**src/rtl/lpt_pkg.sv**
```systemverilog
package lpt_pkg;
    localparam int CNT_W  = 16;
    localparam int DATA_W = 16;
    localparam int NUM_IN = 4;
    localparam int SEL_W  = $clog2(NUM_IN);
    localparam int CODE_W = 4;
    localparam int PRE_W  = (1 << CODE_W) + 1;

    localparam int B_RUN  = 0;
    localparam int B_MODE = 1;
    localparam int B_FREE = 2;
    localparam int B_SEL  = 3;
    localparam int B_POL  = B_SEL + SEL_W;
    localparam int B_IE   = B_POL + 1;
    localparam int B_FLAG = B_IE + 1;
    localparam int B_BYP  = B_FLAG + 1;
    localparam int B_CODE = B_BYP + 1;

    typedef enum logic [1:0] {
        ADDR_CTRL = 2'd0,
        ADDR_CMP  = 2'd1,
        ADDR_SNAP = 2'd2,
        ADDR_NONE = 2'd3
    } addr_e;

    typedef struct packed {
        logic [CODE_W-1:0] code;
        logic              bypass;
        logic              ie;
        logic              pol;
        logic [SEL_W-1:0]  sel;
        logic              free;
        logic              mode;
    } cfg_t;

    localparam cfg_t CFG_RESET = '{code: '0, bypass: 1'b1, ie: 1'b0, pol: 1'b0,
                                   sel: '0, free: 1'b0, mode: 1'b0};

    typedef enum logic {
        ST_OFF = 1'b0,
        ST_RUN = 1'b1
    } run_st_e;
endpackage

```
**src/rtl/lpt_regs.sv**
```systemverilog
module lpt_regs
    import lpt_pkg::*;
(
    input  logic              clk,
    input  logic              rst_n,
    input  logic              reg_wr,
    input  logic [1:0]        reg_addr,
    input  logic [DATA_W-1:0] reg_wdata,
    input  logic              run,
    input  logic              flag,
    input  logic [CNT_W-1:0]  live_cnt,
    output cfg_t              cfg,
    output logic [CNT_W-1:0]  cmp,
    output logic [CNT_W-1:0]  snap,
    output logic              ctrl_wr,
    output logic              run_req,
    output logic              flag_clr,
    output logic [DATA_W-1:0] reg_rdata
);
    logic wr_cmp, wr_snap;

    assign ctrl_wr  = reg_wr && (reg_addr == ADDR_CTRL);
    assign wr_cmp   = reg_wr && (reg_addr == ADDR_CMP);
    assign wr_snap  = reg_wr && (reg_addr == ADDR_SNAP);
    assign run_req  = reg_wdata[B_RUN];
    assign flag_clr = ctrl_wr && reg_wdata[B_FLAG];

    always_ff @(posedge clk or negedge rst_n) begin
        if (!rst_n) begin
            cfg <= CFG_RESET;
        end else if (ctrl_wr) begin
            cfg.mode   <= reg_wdata[B_MODE];
            cfg.free   <= reg_wdata[B_FREE];
            cfg.sel    <= reg_wdata[B_SEL +: SEL_W];
            cfg.pol    <= reg_wdata[B_POL];
            cfg.ie     <= reg_wdata[B_IE];
            cfg.bypass <= reg_wdata[B_BYP];
            cfg.code   <= reg_wdata[B_CODE +: CODE_W];
        end
    end

    always_ff @(posedge clk or negedge rst_n) begin
        if (!rst_n) begin
            cmp  <= '0;
            snap <= '0;
        end else begin
            if (wr_cmp)  cmp  <= reg_wdata[CNT_W-1:0];
            if (wr_snap) snap <= live_cnt;
        end
    end

    always_comb begin
        reg_rdata = '0;
        case (reg_addr)
            ADDR_CTRL: begin
                reg_rdata[B_RUN]              = run;
                reg_rdata[B_MODE]             = cfg.mode;
                reg_rdata[B_FREE]             = cfg.free;
                reg_rdata[B_SEL +: SEL_W]     = cfg.sel;
                reg_rdata[B_POL]              = cfg.pol;
                reg_rdata[B_IE]               = cfg.ie;
                reg_rdata[B_FLAG]             = flag;
                reg_rdata[B_BYP]              = cfg.bypass;
                reg_rdata[B_CODE +: CODE_W]   = cfg.code;
            end
            ADDR_CMP:  reg_rdata = DATA_W'(cmp);
            ADDR_SNAP: reg_rdata = DATA_W'(snap);
            default:   reg_rdata = '0;
        endcase
    end
endmodule

```
**src/rtl/lpt_tick_src.sv**
```systemverilog
module lpt_tick_src
    import lpt_pkg::*;
(
    input  logic              clk,
    input  logic              rst_n,
    input  logic              run,
    input  logic              mode,
    input  logic              bypass,
    input  logic              pol,
    input  logic [SEL_W-1:0]  sel,
    input  logic [CODE_W-1:0] code,
    input  logic [NUM_IN-1:0] pins,
    output logic              tick
);
    logic [PRE_W-1:0]  pre_q, pre_lim, flt_q, flt_len;
    logic [NUM_IN-1:0] pick;
    logic              raw, lvl_q, prev_q, pre_hit, edge_hit;

    // One-hot masked input choice
    for (genvar i = 0; i < NUM_IN; i++) begin : g_pick
        assign pick[i] = pins[i] && (sel == SEL_W'(i));
    end

    assign raw      = (|pick) ^ pol;
    assign pre_lim  = (PRE_W'(1) << (int'(code) + 1)) - PRE_W'(1);
    assign flt_len  = PRE_W'(1) << ((code == '0) ? 1 : int'(code));
    assign pre_hit  = (pre_q == pre_lim);
    assign edge_hit = lvl_q && !prev_q;
    assign tick     = run && (mode ? edge_hit : (bypass || pre_hit));

    // Prescaler: rests at zero while stopped
    always_ff @(posedge clk or negedge rst_n) begin
        if (!rst_n) begin
            pre_q <= '0;
        end else if (!run || mode || bypass) begin
            pre_q <= '0;
        end else begin
            pre_q <= pre_hit ? '0 : pre_q + PRE_W'(1);
        end
    end

    // Level filter and edge history; tracks the input while stopped
    always_ff @(posedge clk or negedge rst_n) begin
        if (!rst_n) begin
            lvl_q  <= 1'b0;
            prev_q <= 1'b0;
            flt_q  <= '0;
        end else if (!run) begin
            lvl_q  <= raw;
            prev_q <= raw;
            flt_q  <= '0;
        end else begin
            prev_q <= lvl_q;
            if (bypass) begin
                lvl_q <= raw;
                flt_q <= '0;
            end else if (raw == lvl_q) begin
                flt_q <= '0;
            end else if (flt_q == flt_len - PRE_W'(1)) begin
                lvl_q <= raw;
                flt_q <= '0;
            end else begin
                flt_q <= flt_q + PRE_W'(1);
            end
        end
    end
endmodule

```
**src/rtl/lpt_core.sv**
```systemverilog
module lpt_core
    import lpt_pkg::*;
(
    input  logic             clk,
    input  logic             rst_n,
    input  logic             ctrl_wr,
    input  logic             run_req,
    input  logic             flag_clr,
    input  logic             tick,
    input  logic             free,
    input  logic [CNT_W-1:0] cmp,
    output logic             run,
    output logic [CNT_W-1:0] cnt,
    output logic             flag,
    output logic             trig
);
    run_st_e state_q, state_d;
    logic    hit;

    // GO: OFF -> RUN on a control write with run set; HALT: RUN -> OFF on one with run clear
    always_comb begin
        state_d = state_q;
        unique case (state_q)
            ST_OFF: if (ctrl_wr && run_req)  state_d = ST_RUN;
            ST_RUN: if (ctrl_wr && !run_req) state_d = ST_OFF;
        endcase
    end

    always_ff @(posedge clk or negedge rst_n) begin
        if (!rst_n) state_q <= ST_OFF;
        else        state_q <= state_d;
    end

    assign run = (state_q == ST_RUN);
    assign hit = run && tick && (cnt == cmp);

    always_ff @(posedge clk or negedge rst_n) begin
        if (!rst_n) begin
            cnt  <= '0;
            trig <= 1'b0;
            flag <= 1'b0;
        end else begin
            trig <= hit;
            if (!run)      cnt <= '0;
            else if (tick) cnt <= (hit && !free) ? '0 : cnt + CNT_W'(1);
            if (hit)           flag <= 1'b1;
            else if (flag_clr) flag <= 1'b0;
        end
    end
endmodule

```
**src/rtl/lp_tick_counter.sv**
```systemverilog
module lp_tick_counter
    import lpt_pkg::*;
(
    input  logic              clk,
    input  logic              rst_n,
    input  logic              reg_wr,
    input  logic [1:0]        reg_addr,
    input  logic [DATA_W-1:0] reg_wdata,
    output logic [DATA_W-1:0] reg_rdata,
    input  logic [NUM_IN-1:0] pulse_in,
    output logic              irq,
    output logic              trig
);
    cfg_t             cfg_w;
    logic [CNT_W-1:0] cmp_w, snap_w, cnt_w;
    logic             ctrl_wr_w, run_req_w, flag_clr_w, run_w, flag_w, tick_w;

    lpt_regs i_regs (
        .clk(clk), .rst_n(rst_n), .reg_wr(reg_wr), .reg_addr(reg_addr),
        .reg_wdata(reg_wdata), .run(run_w), .flag(flag_w), .live_cnt(cnt_w),
        .cfg(cfg_w), .cmp(cmp_w), .snap(snap_w), .ctrl_wr(ctrl_wr_w),
        .run_req(run_req_w), .flag_clr(flag_clr_w), .reg_rdata(reg_rdata)
    );

    lpt_tick_src i_src (
        .clk(clk), .rst_n(rst_n), .run(run_w), .mode(cfg_w.mode),
        .bypass(cfg_w.bypass), .pol(cfg_w.pol), .sel(cfg_w.sel),
        .code(cfg_w.code), .pins(pulse_in), .tick(tick_w)
    );

    lpt_core i_core (
        .clk(clk), .rst_n(rst_n), .ctrl_wr(ctrl_wr_w), .run_req(run_req_w),
        .flag_clr(flag_clr_w), .tick(tick_w), .free(cfg_w.free), .cmp(cmp_w),
        .run(run_w), .cnt(cnt_w), .flag(flag_w), .trig(trig)
    );

    assign irq = flag_w && cfg_w.ie;
endmodule

```
**config.mk**
```make
export PLATFORM = sky130hd
export DESIGN_NAME = lp_tick_counter
export DESIGN_NICKNAME = d
export VERILOG_FILES = /design/src/rtl/lpt_pkg.sv /design/src/rtl/lpt_regs.sv /design/src/rtl/lpt_tick_src.sv /design/src/rtl/lpt_core.sv /design/src/rtl/lp_tick_counter.sv
export SDC_FILE = /design/constraint.sdc
export NUM_CORES = 1
export LEC_CHECK = 0
export CORE_MARGIN = 5
export CORE_UTILIZATION = 30
export CTS_BUF_LIST = sky130_fd_sc_hd__clkbuf_2 sky130_fd_sc_hd__clkbuf_4 sky130_fd_sc_hd__clkbuf_8
export DETAILED_ROUTE_END_ITERATION = 16
export PLACE_DENSITY = 0.57
export SYNTH_ARGS = -nofsm -noshare
export SYNTH_HDL_FRONTEND = slang
export SYNTH_SLANG_ARGS = --single-unit
export TNS_END_PERCENT = 1
```
**constraint.sdc**
```tcl
create_clock -name clk -period 5.95 [get_ports clk]
set_input_delay 0.595 -clock clk [delete_from_list [all_inputs] [get_ports clk]]
set_output_delay 0.595 -clock clk [all_outputs]
set_load 0.005 [all_outputs]
```
Word-level counts from Yosys, hierarchy flattened
Index checks and enable logic that the tools add are counted.
{"block": "op_classes", "n_addsub": 6, "n_eq_ne": 12, "n_shift": 2, "mux": 23, "n_bitwise": 2, "reduce_logical": 29}
{"operator": "two-way mux 17 bit", "n": 6}
{"operator": "<< shifter 1 x 32 -> 17 bit (first input constant)", "n": 2}
{"operator": "two-way mux 16 bit", "n": 3}
{"operator": "case mux 13 bit (3 select lines)", "n": 1}
{"operator": "adder 17 x 1 -> 17 bit (second input constant)", "n": 2}
{"operator": "== test 17 bit", "n": 2}
{"operator": "subtractor 17 x 1 -> 17 bit (second input constant)", "n": 1}
{"operator": "subtractor 17 x 2 -> 17 bit (second input constant)", "n": 1}
{"operator": "adder 16 x 1 -> 16 bit (second input constant)", "n": 1}
{"operator": "== test 16 bit", "n": 1}
{"operator": "logical AND 1 bit", "n": 16}
{"operator": "two-way mux 1 bit", "n": 10}
{"operator": "== test 2 bit (second input constant)", "n": 3}
{"operator": "inequality test 3 bit (second input constant)", "n": 2}
{"operator": "case mux 3 bit (2 select lines)", "n": 1}
{"operator": "adder 4 x 1 -> 5 bit (second input constant)", "n": 1}
{"operator": "== test 2 x 1 -> 1 bit (second input constant)", "n": 2}
{"operator": "logical NOT 1 bit", "n": 4}
{"operator": "logical NOT 2 bit", "n": 2}
{"operator": "logical NOT 4 bit", "n": 1}
{"operator": "two-way mux 4 bit", "n": 1}
{"operator": "OR reduction 4 bit", "n": 1}
{"operator": "logical OR 1 bit", "n": 3}
{"operator": "inequality test 2 x 1 -> 1 bit (second input constant)", "n": 1}
{"operator": "other kinds (6)", "n": 6}
{"block": "totals", "ff_bits": 98, "output_inout_bits": 18, "wordCells": 91}

Depth between registers and ports, before layout
{"block": "logic_depth", "word_depth": 13, "mapped_depth": 15}

Hierarchy
Synthesis repeated with hierarchy kept, for this count alone.
{"block": "hier_totals", "cells_unflattened": 575, "area_unflattened_um2": 5869.4}
{"module": "lpt_tick_src", "instances": 1, "cells_each": 314, "area_per_inst_um2": 2643.8, "seq_area_each_um2": 900.9}
{"module": "lpt_regs", "instances": 1, "cells_each": 139, "area_per_inst_um2": 2055.7, "seq_area_each_um2": 1077.3}
{"module": "lpt_core", "instances": 1, "cells_each": 121, "area_per_inst_um2": 1163.6, "seq_area_each_um2": 475.5}
{"module": "lp_tick_counter", "instances": 1, "cells_each": 1, "area_per_inst_um2": 6.3, "seq_area_each_um2": 0.0}

Least setup slack after synthesis
OpenSTA, ideal clock, no wires.
{"block": "synth_timing", "path_type": "register to register", "startpoint": "register, netlist name i_regs.cfg[9]", "endpoint": "register i_core.cnt[3]", "setup_time_ps": 133, "t_arrival_ps": 3161, "required_ps": 5817, "path_slack_ps": 2656, "path_stages_with_launch": 16, "path_buffers": 5, "synth_period_minus_slack_ps": 3294, "cell_sequence": "dfrtp_1 > buf_2 > nor4_1 > inv_1 > ha_1 > buf_2 > buf_1 > o31ai_1 > a21oi_1 > or4_1 > nor4_1 > a21oi_1 > clkbuf_1 > buf_2 > o211ai_1 > o41ai_1"}
{"block": "synth_via", "elab_chain_len": 13, "word_cells_on_any_way": 14}
{"item": "adder 4 x 1 -> 5 bit *", "line_no": "lpt_tick_src.sv:25", "source": "assign pre_lim = (PRE_W'(1) << (int'(code) + 1)) - PRE_W'(1);"}
{"item": "<< shifter 1 x 32 -> 17 bit *", "line_no": "lpt_tick_src.sv:25"}
{"item": "subtractor 17 x 2 -> 17 bit *", "line_no": "lpt_tick_src.sv:25"}
{"item": "== test 17 bit *", "line_no": "lpt_tick_src.sv:27", "source": "assign pre_hit = (pre_q == pre_lim);"}
{"item": "logical OR 1 bit *", "line_no": "lpt_tick_src.sv:29", "source": "assign tick = run && (mode ? edge_hit : (bypass || pre_hit));"}
{"item": "two-way mux 1 bit *", "line_no": "lpt_tick_src.sv:29"}
{"item": "logical AND 1 bit *", "line_no": "lpt_tick_src.sv:29"}
{"item": "logical AND 1 bit (2 in a row)", "line_no": "lpt_core.sv:35", "source": "assign hit = run && tick && (cnt == cmp);"}
{"item": "logical AND 1 bit", "line_no": "lpt_core.sv:45", "source": "else if (tick) cnt <= (hit && !free) ? '0 : cnt + CNT_W'(1);"}
{"item": "two-way mux 16 bit (2 in a row)", "line_no": "lpt_core.sv:45"}
{"item": "two-way mux 16 bit", "line_no": "lpt_core.sv:44", "source": "if (!run) cnt <= '0;"}
{"item": "end signal: assignment", "line_no": "lpt_core.sv:45"}
{"item": "end: declaration", "line_no": "lpt_core.sv:13", "source": "output logic [CNT_W-1:0] cnt,"}
Mark *: on every way between the ends. The rest lies on a longest branch, timed or not. The select of a mux whose other input is x is not followed.
A chain may end at the register's enable or synchronous reset.

Worst setup path after layout
{"block": "layout_timing", "startpoint": "register, netlist name i_regs.cfg[7]", "endpoint": "register i_core.cnt[3]"}
{"block": "layout_via", "elab_chain_len": 13, "word_cells_on_any_way": 14}
{"item": "adder 4 x 1 -> 5 bit *", "line_no": "lpt_tick_src.sv:25"}
{"item": "<< shifter 1 x 32 -> 17 bit *", "line_no": "lpt_tick_src.sv:25"}
{"item": "subtractor 17 x 2 -> 17 bit *", "line_no": "lpt_tick_src.sv:25"}
{"item": "== test 17 bit *", "line_no": "lpt_tick_src.sv:27"}
{"item": "logical OR 1 bit *", "line_no": "lpt_tick_src.sv:29"}
{"item": "two-way mux 1 bit *", "line_no": "lpt_tick_src.sv:29"}
{"item": "logical AND 1 bit *", "line_no": "lpt_tick_src.sv:29"}
{"item": "logical AND 1 bit (2 in a row)", "line_no": "lpt_core.sv:35"}
{"item": "logical AND 1 bit", "line_no": "lpt_core.sv:45"}
{"item": "two-way mux 16 bit (2 in a row)", "line_no": "lpt_core.sv:45"}
{"item": "two-way mux 16 bit", "line_no": "lpt_core.sv:44"}
Marks and branches as above.

==> results.txt <==
Compared with the post-synthesis result, the final layout area differs by 13.9%. The cell with the largest stage delay on the worst path is sky130_fd_sc_hd__nor4_1. For the number of nets in the final layout, the log shows 685. The slew at the pin closest to its max-slew limit came out at 0.860 ns.

Yosys attributes the largest share of cell area to sky130_fd_sc_hd__dfrtp_1 (41%), sky130_fd_sc_hd__mux2_2 (8.9%), sky130_fd_sc_hd__xnor2_1 (4.9%), sky130_fd_sc_hd__nor2_1 (4.4%), sky130_fd_sc_hd__xor2_1 (4.3%). Buffer count from post-CTS setup fixing: 0. Setup repair after global routing left no endpoint under its margin. STA classifies the critical path endpoint as a register.

The synthesized design spends more area on one cell type than any other, namely sky130_fd_sc_hd__dfrtp_1. Clock latency on the worst-skew pair, taken at its later pin, is 0.40 ns. In this run the deepest clock path goes through 2 buffers. Highest metal layer with signal wires: met4. The power density normalized to cell area came out at 257 mW/mm². Data arrives at the worst endpoint at 4.61 ns. The leading cell type in the layout, fill and taps excluded is sky130_fd_sc_hd__dfrtp_1. Row generation in the floorplan step produced 51 rows. Port buffering added 42 buffers. Launching element type of the critical path: a register. The global route total overflow is 0, and the final worst-path setup slack is 1.63 ns. The number of cells on the critical path works out to 13. The aggregate global-route resource usage came out at 0.142. TritonCTS built the clock tree.

After detailed placement, the total cell area comes to 0.00656 mm². Detailed routing placed a total of 774 µm of wire on met3. The tools report the final standard cell count with taps included and fillers excluded as 921. First-pass GRT wire length: 25700 µm. The type of the tightest min-delay check was input port to asynchronous set/reset pin. Gates resized during post-CTS repair numbered 0.

For this design the top-level I/O count stands at 43. The flop and latch count out of synthesis was 98; the final period utilization was 0.726. For the final worst clock skew, the log shows 0.0175 ns. The number of buffers and inverters on the critical path is 3. The H-tree was split into 3 levels. Synthesis instantiated 62 different standard cells from the library. The worst path in the final design needs a cycle of 4.32 ns, including I/O delays and setup. The type of the setup path with the least slack was register to register.

The number of global-route vias before repair came out at 4740. The core footprint was 0.0195 mm². The peak supply drop was 0.105 mV; the sequential share of the synthesized area was 0.413. The share of post-route cells with drive strength above 1 is 0.119, and the number of vias per cell after detailed routing is 5.34. For this design the static power due to leakage is 2.67 nW. The run gives 4915 as the vias after detailed routing. The tools report the number of hold-repair buffers added at the cts stage as 0. The area share of the largest cell type after synthesis is 0.408, and the post-route antenna net violation count is 0. The logs give 0 for the number of remaining DRC errors and 1.74 mW for the overall power of the completed layout. The starting density of the core is 0.305. The library cells used most frequently in the layout, excluding fill and tap cells, are sky130_fd_sc_hd__dfrtp_1 (97), sky130_fd_sc_hd__nor2_1 (70), sky130_fd_sc_hd__mux2_2 (47), sky130_fd_sc_hd__nand2_1 (44), sky130_fd_sc_hd__clkdlybuf4s50_1 (41). The number of max-slew violations in the final report came out at 0. The logic depth of the worst register-to-register path is 13, and the die area is 0.0227 mm². Summing every instance area after synthesis gives 0.00594 mm². Summing all non-filler instances in the final layout gives an area of 0.00677 mm². On the worst path, the slowest cell contributes a delay of 0.51 ns.

Dividing the detail-routed wire length by the instance count gives 17.0 µm. The critical path goes through buf_4 > nor4_1 > inv_1 > ha_1 > nor2b_1 > nand3_1 > and3_1 > or4_1 > nor4_1 > a21oi_1 > buf_4 > nand2b_1 > o41ai_1. From left edge to right edge, the die measures 151 µm. After detailed routing, the total wire length is 15600 µm. The violation count after the first detailed-routing iteration is 452. The filler cell count was 1976; the wire length on met2 was 7220 µm.

Hold timing on the final database bottoms out at a slack of 0.162 ns. The tools report the cell count after synthesis as 635. Along the worst path, the maximum fanout reaches 26. The number of clock buffers added by TritonCTS is 9. The flow ran to the end, and the final reports show no timing, DRC or antenna violations.

Detailed placement ended at an HPWL of 10900 µm. Clock input transition at the sequential cells of the worst setup and hold paths: 0.10 ns. Each instance of the synthesized netlist takes up on average 9.36 µm². The chip height was 151 µm; the number of max-cap violations was 0.

The highest clock frequency the design can meet was 231 MHz. The total routed wire length on the met1 layer is 7380 µm. The async set-or-reset flop fraction in the synthesized netlist works out to 1.00.

The root buffer cell chosen for the clock tree is sky130_fd_sc_hd__clkbuf_8. The worst relative slew slack was 0.425. The synthesized design contains 0 enable-type register cells. The most used flip-flop cell after synthesis is sky130_fd_sc_hd__dfrtp_1. The tools report the pin count of the biggest net entering global routing as 62.

The congestion estimate from routability-driven global placement came to 0.873. 0 antenna diodes ended up in the layout. The number of hold-slack violations in the final timing report is 0.

CTS saw 98 sinks. The detailed-routing iteration count for the pre-antenna-repair pass came out at 6. Prior to clock tree synthesis, the placed netlist has a worst setup slack of 1.70 ns. The placed instance count was 905; the critical path required time was 6.23 ns. In this design, the largest share of critical-path delay is due to simple AND/OR/NAND/NOR gates. The number of antenna violations at the first check in global routing was 0. The setup-violating endpoint count in the final report came out at 0. The tools report the post-layout utilization of the core as 0.348. For the final routed database, the setup TNS stands at 0 ns. The count of warnings emitted by yosys is 0.
==> registers in the layout, indices dropped and copies added, names as in the netlist, 11 cells and up, named ones only <==
signal and count:
i_src.flt_q 17, i_src.pre_q 17, i_core.cnt 16, i_regs.snap 16, i_regs.cfg 11, i_regs.cmp 16
==> where the power goes <==
part	switching, mW	internal, mW
combinational	0.280	0.198
sequential	0.0627	0.722
clock	0.263	0.214
==> final cells by class <==
| cell class | instances | area (µm²) | share of cell area |
|---|---|---|---|
| Inverter | 19 | 71.3 | 0.0105 |
| Multi-Input combinational cell | 475 | 3240 | 0.478 |
| Sequential cell | 98 | 2450 | 0.362 |
| Tap cell | 265 | 332 | 0.0490 |
| Clock inverter | 6 | 76.3 | 0.0113 |
| Clock buffer | 10 | 138 | 0.0203 |
| Timing Repair Buffer | 48 | 463 | 0.0684 |
==> final timing paths <==
path,from,endpoint,slack [ns]
max,i_regs.cfg[7]$_DFFE_PN0P_,i_core.cnt[3]$_DFFE_PN0P_,1.63
min,rst_n,i_src.pre_q[14]$_DFF_PN0_,0.16
max reg2reg,i_regs.cfg[7]$_DFFE_PN0P_,i_core.cnt[3]$_DFFE_PN0P_,1.63
min reg2reg,i_regs.snap[9]$_DFFE_PN0P_,i_regs.snap[9]$_DFFE_PN0P_,0.51
max in group asynchronous,rst_n,i_regs.snap[10]$_DFFE_PN0P_,4.64
min in group clk,i_regs.snap[9]$_DFFE_PN0P_,i_regs.snap[9]$_DFFE_PN0P_,0.51
==> layer usage <==
metal | vias to the layer above | GRT usage
li1 | 2328 | -
met3 | 19 | 0.0388
met5 | - | 0
met4 | 0 | 0.0322
met1 | 2434 | 0.200
met2 | 134 | 0.217
==> cells by family (layout without fill, tap and decap cells) <==
| kind of cell | after synthesis | count (layout) | synth area share |
|---|---|---|---|
| buffers and inverters | 63 | 83 | 0.0432 |
| other | 1 | 2 | 0.000631 |
| muxes | 49 | 49 | 0.0945 |
| AOI/OAI and AO/OA | 111 | 111 | 0.132 |
| adders and majority gates | 9 | 9 | 0.0189 |
| xor gates and xnor gates | 62 | 62 | 0.0914 |
| and+or+nand+nor | 242 | 242 | 0.207 |
| DFF | 98 | 98 | 0.413 |
==> synth_stat cells, types with 13 or more instances <==
| master | instances |
|---|---|
| sky130_fd_sc_hd__a21oi_1 | 25 |
| sky130_fd_sc_hd__a222oi_1 | 13 |
| sky130_fd_sc_hd__and3_1 | 16 |
| sky130_fd_sc_hd__clkbuf_1 | 29 |
| sky130_fd_sc_hd__dfrtp_1 | 97 |
| sky130_fd_sc_hd__inv_1 | 18 |
| sky130_fd_sc_hd__mux2_2 | 47 |
| sky130_fd_sc_hd__nand2_1 | 44 |
| sky130_fd_sc_hd__nand3_1 | 28 |
| sky130_fd_sc_hd__nand4_1 | 13 |
| sky130_fd_sc_hd__nor2_1 | 70 |
| sky130_fd_sc_hd__o21ai_0 | 18 |
| sky130_fd_sc_hd__xnor2_1 | 33 |
| sky130_fd_sc_hd__xor2_1 | 29 |
No activity file was read; power rests on OpenSTA's default activity.
